===== src/rtl/adc_irq_ctrl.sv =====
module adc_irq_ctrl #(
  parameter logic [2:0] LEVEL_RST = 3'd7
) (
  input  logic       clk,
  input  logic       rst_n,
  input  logic       eoc_evt,
  input  logic       wdg_evt,
  input  logic       reg_sel,
  input  logic       reg_wr,
  input  logic [7:0] reg_wdata,
  output logic [7:0] reg_rdata,
  output logic       irq_req,
  output logic [2:0] irq_level,
  output logic [7:0] irq_vector
);

  logic       eoc_f, wdg_f, eoc_en, wdg_en, spare;
  logic [2:0] level;
  logic [5:0] base;
  logic       wsel;
  logic       eoc_f_n, wdg_f_n, eoc_en_n, wdg_en_n;
  logic       ctl_wr, vec_wr;

  assign ctl_wr = reg_wr && !reg_sel;
  assign vec_wr = reg_wr && reg_sel;

  assign eoc_f_n  = eoc_evt | (ctl_wr ? reg_wdata[7] : eoc_f);
  assign wdg_f_n  = wdg_evt | (ctl_wr ? reg_wdata[6] : wdg_f);
  assign eoc_en_n = ctl_wr ? reg_wdata[5] : eoc_en;
  assign wdg_en_n = ctl_wr ? reg_wdata[4] : wdg_en;

  always_ff @(posedge clk or negedge rst_n) begin
    if (!rst_n) begin
      eoc_f  <= 1'b0;
      wdg_f  <= 1'b0;
      eoc_en <= 1'b0;
      wdg_en <= 1'b0;
      spare  <= 1'b1;
      level  <= LEVEL_RST;
      base   <= '0;
      wsel   <= 1'b1;
    end else begin
      eoc_f  <= eoc_f_n;
      wdg_f  <= wdg_f_n;
      eoc_en <= eoc_en_n;
      wdg_en <= wdg_en_n;
      if (ctl_wr) begin
        spare <= reg_wdata[3];
        level <= reg_wdata[2:0];
      end
      if (vec_wr) base <= reg_wdata[7:2];
      if (wdg_f_n && wdg_en_n)      wsel <= 1'b0;
      else if (eoc_f_n && eoc_en_n) wsel <= 1'b1;
    end
  end

  logic [7:0] ctl_val;
  assign ctl_val    = {eoc_f, wdg_f, eoc_en, wdg_en, spare, level};
  assign irq_vector = {base, wsel, 1'b0};
  assign reg_rdata  = reg_sel ? irq_vector : ctl_val;
  assign irq_req    = (eoc_f && eoc_en) || (wdg_f && wdg_en);
  assign irq_level  = level;

  a_r3_eoc_sets: assert property (@(posedge clk) disable iff (!rst_n)
    eoc_evt |=> ctl_val[7]);
  a_r4_wdg_sets: assert property (@(posedge clk) disable iff (!rst_n)
    wdg_evt |=> ctl_val[6]);
  a_r5_sw_raise: assert property (@(posedge clk) disable iff (!rst_n)
    (ctl_wr && reg_wdata[7] && reg_wdata[5]) |=> irq_req);
  a_r6_masked: assert property (@(posedge clk) disable iff (!rst_n)
    (!ctl_val[5] && !ctl_val[4]) |-> !irq_req);
  a_r7_bit0_zero: assert property (@(posedge clk) disable iff (!rst_n)
    !irq_vector[0]);
  a_r8_wdg_first: assert property (@(posedge clk) disable iff (!rst_n)
    (ctl_val[6] && ctl_val[4]) |-> !irq_vector[1]);
  a_r9_eoc_upper: assert property (@(posedge clk) disable iff (!rst_n)
    (ctl_val[7] && ctl_val[5] && !(ctl_val[6] && ctl_val[4])) |-> irq_vector[1]);
  a_r10_sw_only_clear: assert property (@(posedge clk) disable iff (!rst_n)
    (ctl_val[7] && !ctl_wr) |=> ctl_val[7]);

endmodule


===== config.mk =====
export PLATFORM = sky130hd
export DESIGN_NAME = adc_irq_ctrl
export DESIGN_NICKNAME = d
export VERILOG_FILES = /design/src/rtl/adc_irq_ctrl.sv
export SDC_FILE = /design/constraint.sdc
export NUM_CORES = 1
export LEC_CHECK = 0
export BUFFER_PORTS_ARGS = -buffer_cell sky130_fd_sc_hd__buf_4
export CAP_MARGIN = 10
export CORE_UTILIZATION = 48
export CTS_BUF_LIST = sky130_fd_sc_hd__clkbuf_8 sky130_fd_sc_hd__clkbuf_16
export DETAILED_ROUTE_END_ITERATION = 8
export PLACE_DENSITY = 0.94
export REMOVE_ABC_BUFFERS = 1
export SYNTH_ARGS = -nofsm -noshare
export SYNTH_HDL_FRONTEND = slang
export SYNTH_SLANG_ARGS = --single-unit

===== constraint.sdc =====
create_clock -name clk -period 1.95 [get_ports clk]
set_clock_uncertainty 0.15 [all_clocks]
set_input_delay 0.2925 -clock clk [delete_from_list [all_inputs] [get_ports clk]]
set_output_delay 0.2925 -clock clk [all_outputs]
set_load 0.01 [all_outputs]

==> impl_metrics.py <==
metrics = {
    "cells_and_area": {
        "layout.cells.non_filler": 98,
        "fin_area_sq_um": 1010,
        "seq_area_sq_um": 382,
        "area_growth_pct": 37.9,
        "fillers": 96,
        "multiInputGateArea_sq_um": 314,
        "diodes": 0,
        "drive_above_1_share": 0.747,
        "final_util": 0.740,
        "num-nets-final": 98,
    },
    "clock_network": {
        "post-cts-setup-buffers": 0,
        "clk_path_buf_depth": 2,
        "cts_htree_levels": 1,
        "cts_buffers": 3,
        "cts_tree": "yes",
        "cts_num_sinks": 15,
        "clk_pin_slew_worst_paths_ns": 0.06,
        "root_buffer": "clkbuf_8",
        "clk_latency_ns": 0.25,
    },
    "setup_path": {
        "crit_path_start_kind": "flip-flop",
        "max_stage_delay_ns": 0.41,
        "crit_slowest_cell": "dfrtp_1",
        "cp.arrival_ns": 1.08,
        "end_kind": "primary output",
        "worstPathRequired_ns": 1.51,
        "r2r_slack_ns": 0.69,
        "worstSetupPathType": "flip-flop to primary output",
        "path_max_fanout": 3,
        "crit_chain": "mux2_2 > buf_4",
    },
    "timing": {
        "fin_crit_sh": 0.778,
        "slew_viol_final": 0,
        "setup_violations": 0,
        "setup_tns_ns": 0,
        "rsz0062_at_grt": "false",
        "fmax_mhz": 659,
        "period_minus_slack_ns": 1.52,
        "hold_violations": 0,
    },
    "detailed_routing": {
        "wl_per_cell_um": 14.7,
        "finalWirelength_um": 1440,
        "vias_per_cell": 5.06,
        "dr.first_iter.drc_count": 5,
        "firstDrtPassIters": 3,
        "drc": 0,
        "num_vias": 496,
        "ant_nets": 0,
    },
    "global_route": {
        "overflow": 0,
        "grt_pass1_vias": 496,
        "grt_start_max_net_pins": 16,
        "antenna_found_initial": 0,
        "grt_pass1_wl_um": 2240,
        "grtUsageTotal": 0.215,
    },
    "floorplan": {
        "core_area_sq_um": 1370,
        "fp.dieArea_sq_um": 1690,
        "pin_count": 34,
        "die_h_um": 41.1,
        "rows": 13,
        "initial_core_util": 0.537,
        "die_w_um": 41.1,
    },
    "outcome": {
        "status": "completed",
    },
    "logic_synthesis": {
        "synth_area_sq_um": 733,
        "synth_top_area_frac": 0.341,
        "yosys.area.top_type": "dfrtp_1",
        "synth.avg_cell_area_sq_um": 14.7,
        "synth_top_flop_cell": "dfrtp_1",
        "netlist_instances": 50,
        "yosysWarnings": 0,
        "ys_seq_area_frac": 0.520,
        "synth_cell_types": 17,
        "yosys.cell_count.top_type": "mux2_2",
        "synthArstFlopShare": 1.00,
        "synth-edff-count": 0,
        "synthTopCellsByArea": "dfrtp_1 34%, mux2_2 28%, dfstp_2 18%",
        "synth-seq-cells": 15,
        "synth_top_cells_by_count": "18 x mux2_2, 10 x dfrtp_1, 5 x dfstp_2",
    },
    "run": {
        "cap_violations": 0,
    },
    "worst_hold_path": {
        "hold_path.class": "input port to flip-flop",
    },
    "pwr": {
        "ir_drop_uv": 730,
        "power_leakage_nw": 0.464,
        "power_mw": 0.915,
        "p_per_area_nw_per_um2": 905,
    },
    "placed_design": {
        "port_buffers": 32,
        "placed_area_sq_um": 955,
        "dp_cells": 93,
        "gp_congestion": 0.759,
        "dp_hpwl_um": 1110,
    },
}
cells by family after synthesis:
group           Yosys count  share of synthesized area
compound gates            3                     0.0512
buf+inv                   4                     0.0512
flops                    15                      0.520
mux                      19                      0.297
other cells               1                    0.00511
simple gates              8                     0.0751
placed cells by master, fill, tap and decap left out, types with 2 or more instances in the layout:
| cell type | n |
|---|---|
| buf_4 | 32 |
| clkbuf_8 | 3 |
| dfrtp_1 | 10 |
| dfstp_2 | 5 |
| mux2_2 | 18 |
| nor3b_1 | 2 |
path summary, 6_finish.rpt:
check / endpoint / start / depth (start not counted)
max: reg_rdata[7] / eoc_f$_DFF_PN0_ / 2
min: irq_level[0]$_DFFE_PN1N_ / reg_wdata[0] / 2
max reg2reg: wsel$_DFFE_PN1P_ / eoc_en$_DFF_PN0_ / 3
min reg2reg: base[4]$_DFFE_PN0P_ / base[4]$_DFFE_PN0P_ / 1
max in group asynchronous: irq_level[1]$_DFFE_PN1N_ / rst_n / 2
min in group asynchronous: eoc_en$_DFF_PN0_ / rst_n / 2
power by group:
group | switching, mW | internal (mW) | total [mW]
clock network | 0.108 | 0.141 | 0.250
logic | 0.100 | 0.163 | 0.263
registers | 0.0338 | 0.369 | 0.403
per-layer routing:
| metal | part of all wire | routed length [um] | track usage | vias to the layer above |
|---|---|---|---|---|
| li1 | - | - | - | 237 |
| met1 | 0.43 | 617 | 0.266 | 237 |
| met2 | 0.50 | 719 | 0.352 | 22 |
| met3 | 0.072 | 104 | 0.0978 | 0 |
| met4 | 0 | 0 | 0.0250 | 0 |
| met5 | 0 | 0 | 0 | - |
what timing repair did:
item                       in CTS  in global routing
setup endpoints to repair       0                  0
hold buffers                    1                  0
resized for setup               0                  0
hold endpoints to repair       15                  0
critical path, delay by kind of cell (launching register included):
family,cells,cell delay [ns]
muxes,1,0.28
buffers and inverters,1,0.14
DFF,1,0.41
stage by stage:
| stage | setup WS (ns) | hold WS, ns |
|---|---|---|
| after global routing | 0.396 | 0.121 |
| final | 0.432 | 0.123 |
| after CTS | 0.422 | 0.124 |
| after floorplan | 0.532 | -0.153 |
| after global placement | 0.320 | 0.00337 |
| after detailed placement | 0.288 | 0.00255 |
cell type report:
cell class / count / share of cell area
multi-input cells: 31 / 0.311
flip-flops and latches: 15 / 0.377
well taps: 15 / 0.0186
repair buffers: 33 / 0.248
clock inverters: 1 / 0.00495
clock buffers: 3 / 0.0408
sequential cells by signal, summed over array words and instances (netlist names):
register / cells
wdg_en: 1
irq_level: 3
wdg_f: 1
eoc_en: 1
spare: 1
eoc_f: 1
base: 6
wsel: 1
Power figures use the tool's default switching activity.
